$ cat config.mk
export PLATFORM = sky130hd
export DESIGN_NAME = quad_pos_counter
export DESIGN_NICKNAME = d
export VERILOG_FILES = /design/src/rtl/qenc_pkg.sv /design/src/rtl/qenc_sync.sv /design/src/rtl/qenc_filter.sv /design/src/rtl/qenc_phase_fsm.sv /design/src/rtl/qenc_accum.sv /design/src/rtl/quad_pos_counter.sv
export SDC_FILE = /design/constraint.sdc
export NUM_CORES = 1
export LEC_CHECK = 0
export ABC_CLOCK_PERIOD_IN_PS = 3700
export CORE_AREA = 2 2 80 82
export CTS_CLUSTER_SIZE = 40
export DETAILED_ROUTE_END_ITERATION = 10
export DIE_AREA = 0 0 82 84
export DONT_BUFFER_PORTS = 1
export SLEW_MARGIN = 15
export SYNTH_ARGS = -nofsm -noshare
export SYNTH_HDL_FRONTEND = slang
export SYNTH_HIERARCHICAL = 1
export SYNTH_SLANG_ARGS = --single-unit
$ cat constraint.sdc
create_clock -name clk -period 3.7 [get_ports clk]
set_input_delay 0.37 -clock clk [delete_from_list [all_inputs] [get_ports clk]]
set_output_delay 0.37 -clock clk [all_outputs]
set_load 0.01 [all_outputs]
$ cat src/rtl/qenc_pkg.sv
package qenc_pkg;

    typedef enum logic [2:0] {
        ST_WARM,
        ST_P0,
        ST_P1,
        ST_P2,
        ST_P3
    } qstate_t;

    // Map a filtered channel pair to its phase state.
    function automatic qstate_t phase_of(input logic a, input logic b);
        qstate_t s;
        unique case ({a, b})
            2'b00:   s = ST_P0;
            2'b10:   s = ST_P1;
            2'b11:   s = ST_P2;
            default: s = ST_P3;
        endcase
        return s;
    endfunction

endpackage

$ cat src/rtl/qenc_sync.sv
module qenc_sync #(
    parameter int STAGES = 2
) (
    input  logic clk,
    input  logic rst_n,
    input  logic din,
    output logic dout
);
    logic [STAGES-1:0] shreg;

    always_ff @(posedge clk or negedge rst_n) begin
        if (!rst_n) begin
            shreg <= '0;
        end else begin
            shreg <= {shreg[STAGES-2:0], din};
        end
    end

    assign dout = shreg[STAGES-1];
endmodule

$ cat src/rtl/qenc_filter.sv
module qenc_filter #(
    parameter int HOLD = 4
) (
    input  logic clk,
    input  logic rst_n,
    input  logic prime,
    input  logic din,
    output logic dout
);
    localparam int CW = (HOLD > 1) ? $clog2(HOLD) : 1;

    logic [CW-1:0] run_len;

    always_ff @(posedge clk or negedge rst_n) begin
        if (!rst_n) begin
            dout    <= 1'b0;
            run_len <= '0;
        end else if (prime) begin
            dout    <= din;
            run_len <= '0;
        end else if (din == dout) begin
            run_len <= '0;
        end else if (run_len == CW'(HOLD - 1)) begin
            dout    <= din;
            run_len <= '0;
        end else begin
            run_len <= run_len + 1'b1;
        end
    end
endmodule

$ cat src/rtl/qenc_phase_fsm.sv
module qenc_phase_fsm #(
    parameter int WARM = 3
) (
    input  logic clk,
    input  logic rst_n,
    input  logic fa,
    input  logic fb,
    output logic prime,
    output logic step_up,
    output logic step_dn,
    output logic dir_up,
    output logic jump_err
);
    import qenc_pkg::*;

    localparam int WW = $clog2(WARM + 1);

    qstate_t       state, nstate, obs, fwd_s, rev_s;
    logic [WW-1:0] warm;
    logic          warm_done;
    logic          bad;

    assign warm_done = (warm == WW'(WARM));
    assign prime     = (state == ST_WARM);
    assign obs       = phase_of(fa, fb);

    always_comb begin
        nstate  = state;
        fwd_s   = ST_WARM;
        rev_s   = ST_WARM;
        step_up = 1'b0;
        step_dn = 1'b0;
        bad     = 1'b0;
        unique case (state)
            ST_WARM: if (warm_done) nstate = obs;
            ST_P0: begin fwd_s = ST_P1; rev_s = ST_P3; end
            ST_P1: begin fwd_s = ST_P2; rev_s = ST_P0; end
            ST_P2: begin fwd_s = ST_P3; rev_s = ST_P1; end
            ST_P3: begin fwd_s = ST_P0; rev_s = ST_P2; end
            default: nstate = ST_WARM;
        endcase
        if (state != ST_WARM && obs != state) begin
            nstate  = obs;
            step_up = (obs == fwd_s);
            step_dn = (obs == rev_s);
            bad     = !(step_up || step_dn);
        end
    end

    // State register.
    always_ff @(posedge clk or negedge rst_n) begin
        if (!rst_n) begin
            state <= ST_WARM;
            warm  <= '0;
        end else begin
            state <= nstate;
            if (state == ST_WARM && !warm_done) warm <= warm + 1'b1;
        end
    end

    // Output register.
    always_ff @(posedge clk or negedge rst_n) begin
        if (!rst_n) begin
            dir_up   <= 1'b0;
            jump_err <= 1'b0;
        end else begin
            if (step_up)      dir_up <= 1'b1;
            else if (step_dn) dir_up <= 1'b0;
            if (bad) jump_err <= 1'b1;
        end
    end
endmodule

$ cat src/rtl/qenc_accum.sv
module qenc_accum #(
    parameter int CNT_W = 16
) (
    input  logic                    clk,
    input  logic                    rst_n,
    input  logic                    clr,
    input  logic                    up,
    input  logic                    dn,
    output logic signed [CNT_W-1:0] count
);
    always_ff @(posedge clk or negedge rst_n) begin
        if (!rst_n)  count <= '0;
        else if (clr) count <= '0;
        else if (up)  count <= count + 1'b1;
        else if (dn)  count <= count - 1'b1;
    end
endmodule

$ cat src/rtl/quad_pos_counter.sv
module quad_pos_counter #(
    parameter int CNT_W         = 16,
    parameter int SYNC_STAGES   = 2,
    parameter int STABLE_CYCLES = 4
) (
    input  logic                    clk,
    input  logic                    rst_n,
    input  logic                    ch_a_raw,
    input  logic                    ch_b_raw,
    input  logic                    clear_count,
    output logic signed [CNT_W-1:0] position,
    output logic                    dir_up,
    output logic                    jump_err
);
    localparam int NCH  = 2;
    localparam int WARM = SYNC_STAGES + 1;

    logic [NCH-1:0] raw_v, sync_v, filt_v;
    logic           prime, step_up, step_dn;
    logic           a_sync, a_filt;

    assign raw_v  = {ch_b_raw, ch_a_raw};
    assign a_sync = sync_v[0];
    assign a_filt = filt_v[0];

    for (genvar ch = 0; ch < NCH; ch++) begin : g_chan
        qenc_sync #(.STAGES(SYNC_STAGES)) u_sync (
            .clk(clk), .rst_n(rst_n), .din(raw_v[ch]), .dout(sync_v[ch])
        );
        qenc_filter #(.HOLD(STABLE_CYCLES)) u_filt (
            .clk(clk), .rst_n(rst_n), .prime(prime),
            .din(sync_v[ch]), .dout(filt_v[ch])
        );
    end

    qenc_phase_fsm #(.WARM(WARM)) u_fsm (
        .clk(clk), .rst_n(rst_n), .fa(filt_v[0]), .fb(filt_v[1]),
        .prime(prime), .step_up(step_up), .step_dn(step_dn),
        .dir_up(dir_up), .jump_err(jump_err)
    );

    qenc_accum #(.CNT_W(CNT_W)) u_acc (
        .clk(clk), .rst_n(rst_n), .clr(clear_count),
        .up(step_up), .dn(step_dn), .count(position)
    );
endmodule

==> impl_metrics.ini, run 1 <==
[timing]
slew_headroom_pct = 49.1
hold_viol_final = 0
finalCritPeriodShare_pct = 94.4
report.final.slew_viol_count = 0
fin_skew_ns = 0.00317
setup_violations = 0
finalSetupTns_ns = 0
fmax_mhz = 286
worst_pin_slew_ns = 0.761
min_period_ns = 3.49

[drt]
routed_via_density = 5.67
dr_total_vias = 1980
drtIter0Drc = 82
final_antenna_net_count = 0
drt-pass1-iter-count = 4
drcViolationCount = 0
drt_wl_total_mm = 5.41
routedWlPerCell_um = 15.5

[final_layout]
layout_common_cells = dfrtp_1 (33), nand2_1 (19), ha_1 (18)
syn_to_final_growth_pct = 13.0
fill_cells = 596
antennaDiodeCount = 0
postLayoutCoreUtil_pct = 45.5
drive_above_1_share_pct = 19.9
multi_input_area_mm2 = 0.00155
fin_nets = 297
seq_area_um2 = 826
layout_commonest_cell = dfrtp_1

[placed_design]
hpwl_mm = 3.83
place_congestion = 0.841
port_buffers = 0

[synthesis]
syn_area_mm2 = 0.00246
netlist_instances = 257
synth_cell_types = 65
netlist.area_leader.share_pct = 33.6
yosys_most_used_dff = dfrtp_1
syn_area_per_cell_um2 = 9.56
synth_edf_count = 0
synth_seq_cells = 33
synthesis.nets = 283
netlist.top_cell.by_area = dfrtp_1
synth.top_cells.by_area = dfrtp_1 (34%), ha_1 (10%), nand2_1 (2.9%)
seq_area_frac_synth_pct = 33.6
synthArstFlopShare_pct = 100
yosys_warnings = 6

[worst_setup_path]
cp_cell_sequence = buf_4, ha_1, nor2_2, nand4_1, o31a_1, o21ai_4, clkinvlp_4, ha_1, nand4_1, or3_1, o221a_2, mux2i_1, a221o_1
critical_path_class = reg -> reg
endpoint_kind = flip-flop
required_ns = 3.87
critPathArrivalTime_ns = 3.66
worst_setup_path_start_kind = flip-flop
cpMaxStageDelayCell = dfrtp_1
worstPathMaxFanout = 7
slowest_delay_ns = 0.38

[floorplanning]
rows = 29
io-pin-count = 23
start_util_pct = 40.3
core_area_mm2 = 0.00610
dieArea_mm2 = 0.00689
die_x_um = 82
die_h_um = 84

[global_routing]
grt_max_degree = 34
gr-total-overflow = 0
antenna_found_initial = 0
grt.total_usage_pct = 17.2
grt_pass1_wl_mm = 9.30
grt_pass1_vias = 1967

[clock_tree]
clk_pin_slew_ns = 0.07
h-tree-depth = 2
clockBufferDepth = 2
cts-root-buf = clkbuf_8
insertion_delay_ns = 0.28
cts_tree = yes
cts_made_buffers = 5
numClockSinks = 33

[job]
drv_cap = 0

[worst_hold_path]
hp-class = in -> reg

[run_status]
outcome = completed
## final timing paths
check                                     startpoint                   endpoint  slack, ns  depth (start not counted)
min in group asynchronous                      rst_n             u_acc/count[0]       0.56                          2
setup / recovery               g_chan[0].u_filt/dout            u_acc/count[14]       0.21                         13
setup reg to reg               g_chan[0].u_filt/dout            u_acc/count[14]       0.21                         13
hold / removal                              ch_a_raw  g_chan[0].u_sync/shreg[0]       0.11                          0
hold reg to reg            g_chan[0].u_sync/shreg[0]  g_chan[0].u_sync/shreg[1]       0.36                          0
max in group asynchronous                      rst_n            u_acc/count[13]       2.97                          2
## layout make-up
type	instances	share of cell area (%)
inverter	14	1.89
multi-input combinational	199	55.8
clock buffer	7	3.47
timing repair inverter	1	0.270
clock inverter	1	0.180
tap	77	3.47
sequential	33	29.7
timing repair buffer	17	5.14
## state kept, by name (all words and copies together) (netlist names)
| signal | count |
|---|---|
| u_fsm/state | 3 |
| u_fsm/dir_up | 1 |
| g_chan.u_sync/shreg | 4 |
| u_fsm/warm | 2 |
| u_fsm/jump_err | 1 |
| u_acc/count | 16 |
| g_chan.u_filt/dout | 2 |
| g_chan.u_filt/run_len | 4 |
## per-layer routing
layer  part of all wire, %  track usage [%]  vias to the layer above
li1                      -                -                      984
met1                    44             22.1                      963
met2                    50             27.6                       29
met3                   4.4             4.00                        4
met4                   1.1             6.82                        0
met5                     0                0                        -
## critical path, delay by kind of cell, from the launching register on
| family | cells | cell delay (ns) |
|---|---|---|
| AND/OR/NAND/NOR | 4 | 0.82 |
| AO/OA/AOI/OAI | 4 | 1.02 |
| multiplexers | 1 | 0.13 |
| flip-flops | 1 | 0.38 |
| adder cells (fa/ha/maj) | 2 | 0.67 |
| buffers and inverters | 2 | 0.35 |
## Yosys cell counts (2+ instances only)
| cell type | n |
|---|---|
| dfrtp_1 | 33 |
| ha_1 | 20 |
| nand2_1 | 19 |
| nor2_1 | 17 |
| a21oi_1 | 14 |
| inv_1 | 13 |
| o21ai_0 | 9 |
| xnor2_1 | 8 |
| a22o_1 | 6 |
| nand3_1 | 6 |
| clkbuf_1 | 5 |
| nand4_1 | 5 |
| o21a_1 | 5 |
| or3_1 | 5 |
| mux2_1 | 4 |
| nor3_2 | 4 |
| o211ai_1 | 4 |
| xor2_1 | 4 |
| and3_1 | 3 |
| buf_2 | 3 |
| nand2b_1 | 3 |
| nor3_1 | 3 |
| nor3b_1 | 3 |
| nor3b_2 | 3 |
| nor4_1 | 3 |
| o2111ai_1 | 3 |
| o31ai_1 | 3 |
| a21o_1 | 2 |
| a21oi_2 | 2 |
| a221o_1 | 2 |
| a32oi_1 | 2 |
| and2b_1 | 2 |
| buf_6 | 2 |
| mux2i_1 | 2 |
| nor2b_1 | 2 |
| o21ai_1 | 2 |
| o32ai_1 | 2 |
| or2_1 | 2 |
## cell families (layout without fill, tap and decap cells)
logic type | after synthesis | after routing | share of synthesized area, %
flip-flops | 33 | 33 | 33.6
XOR/XNOR | 13 | 13 | 4.94
AND/OR/NAND/NOR | 87 | 87 | 20.6
AO/OA/AOI/OAI | 72 | 72 | 22.5
multiplexers | 6 | 6 | 2.65
adder cells (fa/ha/maj) | 21 | 21 | 11.0
buffers and inverters | 25 | 40 | 4.74
## metrics by stage
stage	hold WS [ns]	instances	worst slack [ns]	area, um^2
2_1_floorplan	0.0744	257	0.0933	2460
3_3_place_gp	0.0752	337	0.215	2590
3_5_place_dp	0.0749	337	0.167	2590
4_1_cts	0.0968	347	0.105	2730
5_1_grt	0.0876	349	-0.00666	2780
6_report	0.109	349	0.207	2780
## timing repair
action	4_1_cts	5_1_grt
hold buffers	2	0
endpoints found under the hold margin	33	0
gates resized for setup	0	8
setup endpoints to repair	0	2
buffers inserted	0	1
Power of run 1 is not shown: default switching activity piles up to over one toggle a cycle in this logic, so the estimate is an artifact.
==> run 2: changes to the inputs <==
==> constraint.sdc (replaced) <==
create_clock -name clk -period 3.7 [get_ports clk]
set_input_delay 0 -clock clk [delete_from_list [all_inputs] [get_ports clk]]
set_output_delay 0 -clock clk [all_outputs]
set_load 0.01 [all_outputs]
==> impl_metrics.ini, run 2 (synthesis gave the netlist of run 1 again) <==
[clock_tree]
h-tree-depth = 2
clk_pin_slew_ns = 0.07
insertion_delay_ns = 0.29
cts-root-buf = clkbuf_8
cts_tree = yes
cts_made_buffers = 5
numClockSinks = 33
clockBufferDepth = 2

[worst_setup_path]
cpMaxStageDelayCell = dfrtp_1
critical_path_buf_inv_count = 2
endpoint_kind = flip-flop
worst_setup_path_start_kind = flip-flop
worstPathMaxFanout = 7
cp_cell_sequence = buf_4, ha_1, nor2_2, nand4_1, o31a_1, o21ai_4, clkinvlp_4, ha_1, nand4_1, or3_1, o221a_2, mux2i_1, a221o_1
r2r_start = g_chan[0].u_filt/dout
slowest_delay_ns = 0.38
r2r-end = u_acc/count[14]
critPathArrivalTime_ns = 3.66
crit_cells = 13
reg2reg_depth = 13
crit_family = compound AO/OA/AOI/OAI gates
required_ns = 3.87
rrSetupSlack_ns = 0.21
critical_path_class = reg -> reg

[floorplanning]
die_x_um = 82
die_h_um = 84
start_util_pct = 40.3
dieArea_mm2 = 0.00689
core_area_mm2 = 0.00610
rows = 29
io-pin-count = 23

[global_routing]
grt_pass1_wl_mm = 9.41
grt.total_usage_pct = 17.5
grt_max_degree = 34
grt_pass1_vias = 1977
gr-total-overflow = 0
antenna_found_initial = 0

[timing]
fmax_mhz = 286
min_period_ns = 3.49
hold_viol_final = 0
setup_violations = 0
finalCritPeriodShare_pct = 94.4
slew_headroom_pct = 47.3
worst_pin_slew_ns = 0.787
fin_skew_ns = 0.00302
report.final.slew_viol_count = 0

[drt]
drtIter0Drc = 87
routedWlPerCell_um = 15.6
routed_via_density = 5.64
final_antenna_net_count = 0
drt-pass1-iter-count = 4
drt_wl_total_mm = 5.49
dr_total_vias = 1985
drcViolationCount = 0

[placed_design]
place_congestion = 0.841
port_buffers = 0
hpwl_mm = 3.83
dp_cells = 337

[final_layout]
reg_top3 = u_acc/count (16), g_chan.u_filt/run_len (4), g_chan.u_sync/shreg (4)
final_cells = 352
multi_input_area_mm2 = 0.00155
layout_common_cells = dfrtp_1 (33), nand2_1 (19), ha_1 (18)
fill_cells = 595
layout_commonest_cell = dfrtp_1
antennaDiodeCount = 0
fin_nets = 300
largest_reg_flops = 16
seq_area_um2 = 826
syn_to_final_growth_pct = 14.2
drive_above_1_share_pct = 19.6
largest-register = u_acc/count

[worst_hold_path]
hold_start = clear_count
min_path_cells = 3
hp-class = in -> reg
hold_end = u_acc/count[9]

[job]
drv_cap = 0

[run_status]
outcome = completed
-- run 2: final cells by class --
class                           count  share of cell area [%]
Tap cell                           77                    3.43
Timing Repair inverter              1                   0.267
Sequential cell                    33                    29.4
Clock inverter                      1                   0.178
Multi-Input combinational cell    199                    55.2
Inverter                           14                    1.87
Timing Repair Buffer               20                    6.15
Clock buffer                        7                    3.43
-- run 2: repair_timing --
| item | CTS | global route |
|---|---|---|
| hold buffers | 5 | 0 |
| endpoints found under the setup margin | 0 | 2 |
| setup buffers | 0 | 1 |
| hold endpoints to repair | 43 | 0 |
| resized for setup | 0 | 8 |
-- run 2: worst min-delay path, stage by stage --
cell and delay (ns):
o41ai_1 0.05, a21oi_1 0.11, nand3_1 0.08
-- run 2: metrics by stage --
stage / utilization, % / worst slack (ns) / hold slack, ns / area [um^2] / setup TNS, ns
floorplan: - / 0.0933 / -0.296 / 2460 / 0
global placement: 42.6 / 0.215 / -0.295 / 2590 / 0
CTS: 45.2 / 0.105 / 0.00387 / 2760 / 0
detailed placement: 42.6 / 0.167 / -0.295 / 2590 / 0
finish: 46.0 / 0.208 / 0.00870 / 2810 / 0
global route: 46.0 / -0.00676 / 0.0404 / 2810 / -0.00676
-- run 2: how the worst max path moves through the flow --
| stage | startpoint | to | slack [ns] |
|---|---|---|---|
| after detailed placement | g_chan[1].u_filt/dout | u_acc/count[15] | 0.17 |
| after global placement | g_chan[0].u_filt/dout | u_acc/count[15] | 0.22 |
| after floorplan | g_chan[0].u_filt/dout | u_acc/count[15] | 0.09 |
| after CTS | g_chan[0].u_filt/dout | u_acc/count[15] | 0.11 |
| after global routing | g_chan[0].u_filt/dout | u_acc/count[15] | -0.007 |
| final | g_chan[0].u_filt/dout | u_acc/count[14] | 0.21 |
-- run 2: per-layer routing --
metal / track usage, % / up-vias / share of wire (%)
li1: - / 993 / -
met1: 22.3 / 958 / 45
met2: 28.2 / 25 / 49
met3: 4.11 / 9 / 4.0
met4: 6.82 / 0 / 1.7
met5: 0 / - / 0
Power of run 2 is left out for the same reason.
==> run 3: changes to the inputs <==
Settings changed: BUFFER_PORTS_ARGS set to -buffer_cell sky130_fd_sc_hd__buf_2, DONT_BUFFER_PORTS 1 to unset, GPL_TIMING_DRIVEN set to 0.
==> impl_metrics.ini, run 3 (synthesis gave the netlist of run 1 again) <==
[timing]
finalSetupTns_ns = 0
rsz0062_at_grt = true
finalCritPeriodShare_pct = 98.9
slew_headroom_pct = 47.7
worst_slack_ns = 0.0419
worst_pin_slew_ns = 0.782
fmax_mhz = 273
hold_viol_final = 0
setup_violations = 0
report.final.slew_viol_count = 0
min_period_ns = 3.66
fin_skew_ns = 0.0101

[placed_design]
place_congestion = 0.840
post-place-ws_ns = -0.414
port_buffers = 21
dp_cells = 355
hpwl_mm = 3.79

[global_routing]
grt_pass1_vias = 2055
grt_max_degree = 34
grt.total_usage_pct = 17.8
antenna_found_initial = 0
grt_pass1_wl_mm = 9.55
gr-total-overflow = 0

[worst_hold_path]
min_path_cells = 3
hold_end = u_acc/count[15]
hp-class = in -> reg
hold_start = clear_count

[floorplanning]
dieArea_mm2 = 0.00689
die_x_um = 82
die_h_um = 84
io-pin-count = 23
start_util_pct = 40.3
rows = 29
core_area_mm2 = 0.00610

[final_layout]
fill_cells = 563
reg_top3 = u_acc/count (16), g_chan.u_filt/run_len (4), g_chan.u_sync/shreg (4)
fin_nets = 341
syn_to_final_growth_pct = 30.8
antennaDiodeCount = 0
final_cells = 393
drive_above_1_share_pct = 33.9
largest-register = u_acc/count
largest_reg_flops = 16
layout_commonest_cell = dfrtp_1
layout_common_cells = dfrtp_1 (32), buf_2 (22), buf_4 (21)

[clock_tree]
numClockSinks = 33
insertion_delay_ns = 0.29
h-tree-depth = 2
clk_pin_slew_ns = 0.08
cts_made_buffers = 5
cts-root-buf = clkbuf_8
cts_tree = yes
clockBufferDepth = 2

[worst_setup_path]
slowest_delay_ns = 0.45
rrSetupSlack_ns = 0.04
worst_setup_path_start_kind = flip-flop
r2r-end = u_acc/count[12]
worstPathMaxFanout = 4
endpoint_kind = flip-flop
critPathArrivalTime_ns = 3.87
crit_start = g_chan[1].u_filt/dout
critical_path_buf_inv_count = 5
critical_path_class = reg -> reg
r2r_start = g_chan[1].u_filt/dout
cpMaxStageDelayCell = dfrtp_2
crit_family = compound AO/OA/AOI/OAI gates
required_ns = 3.91
cp_cell_sequence = ha_4, buf_8, nor3b_2, a21oi_1, o31a_1, o21ai_4, clkinv_4, buf_6, buf_6, ha_4, nand4_1, or3_1, o221a_4, buf_6, xor2_2, o31ai_2
crit_top_cell = buf_6
reg2reg_depth = 16

[job]
drv_cap = 0

[drt]
routed_via_density = 5.68
drcViolationCount = 0
dr_total_vias = 2232
drtIter0Drc = 103
drt-pass1-iter-count = 5
final_antenna_net_count = 0
routedWlPerCell_um = 15.3
drt_wl_total_mm = 6.02

[run_status]
outcome = completed
## run 3: timing repair
| action | 4_1_cts | 5_1_grt |
|---|---|---|
| resized for setup | 5 | 39 |
| pin swaps | 4 | 20 |
| hold buffers | 3 | 0 |
| buffers inserted | 4 | 24 |
| endpoints found under the hold margin | 35 | 0 |
| setup endpoints to repair | 9 | 6 |
## run 3: final cells by class
| cell class | count | area [um^2] | area share (%) |
|---|---|---|---|
| sequential | 33 | 827 | 25.7 |
| tap | 77 | 96.3 | 3.00 |
| clock buffer | 7 | 96.3 | 3.00 |
| timing repair buffer | 51 | 373 | 11.6 |
| inverter | 14 | 57.6 | 1.79 |
| multi-input combinational | 199 | 1680 | 52.2 |
| clock inverter | 1 | 5.00 | 0.156 |
| buffer | 11 | 80.1 | 2.49 |
## run 3: worst register-to-register path: stages (launching register included)
cell      delay (ns)
dfrtp_2         0.45
ha_4            0.26
buf_8           0.12
nor3b_2         0.17
a21oi_1         0.06
o31a_1          0.34
o21ai_4         0.18
clkinv_4        0.10
buf_6           0.15
buf_6           0.12
ha_4            0.28
nand4_1         0.19
or3_1           0.43
o221a_4         0.28
buf_6           0.12
xor2_2          0.14
o31ai_2         0.21
## run 3: routing by layer
| layer | global-route usage [%] | vias to the layer above | wire, um |
|---|---|---|---|
| li1 | - | 1076 | - |
| met2 | 29.3 | 52 | 3040 |
| met4 | 6.36 | 0 | 123 |
| met5 | 0 | - | 0 |
| met1 | 23.2 | 1092 | 2600 |
| met3 | 2.92 | 12 | 249 |
## run 3: stage by stage
| stage | cell area [um^2] | utilization, % | hold WS, ns |
|---|---|---|---|
| final | 3210 | 52.7 | 0.186 |
| after global routing | 3210 | 52.7 | 0.266 |
| after CTS | 2840 | 46.6 | 0.174 |
| after detailed placement | 2660 | 43.6 | 0.110 |
| after global placement | 2660 | 43.6 | 0.108 |
| after floorplan | 2460 | - | -0.296 |
## run 3: worst max path at each step
stage / to / slack, ns / cells after the start
after floorplan: u_acc/count[15] / 0.09 / 15
after global placement: u_acc/count[14] / -0.35 / 15
after detailed placement: u_acc/count[14] / -0.41 / 15
after CTS: u_acc/count[14] / 0.03 / 14
after global routing: u_acc/count[12] / -0.10 / 16
final: u_acc/count[12] / 0.04 / 16
Power of run 3 is left out for the same reason.
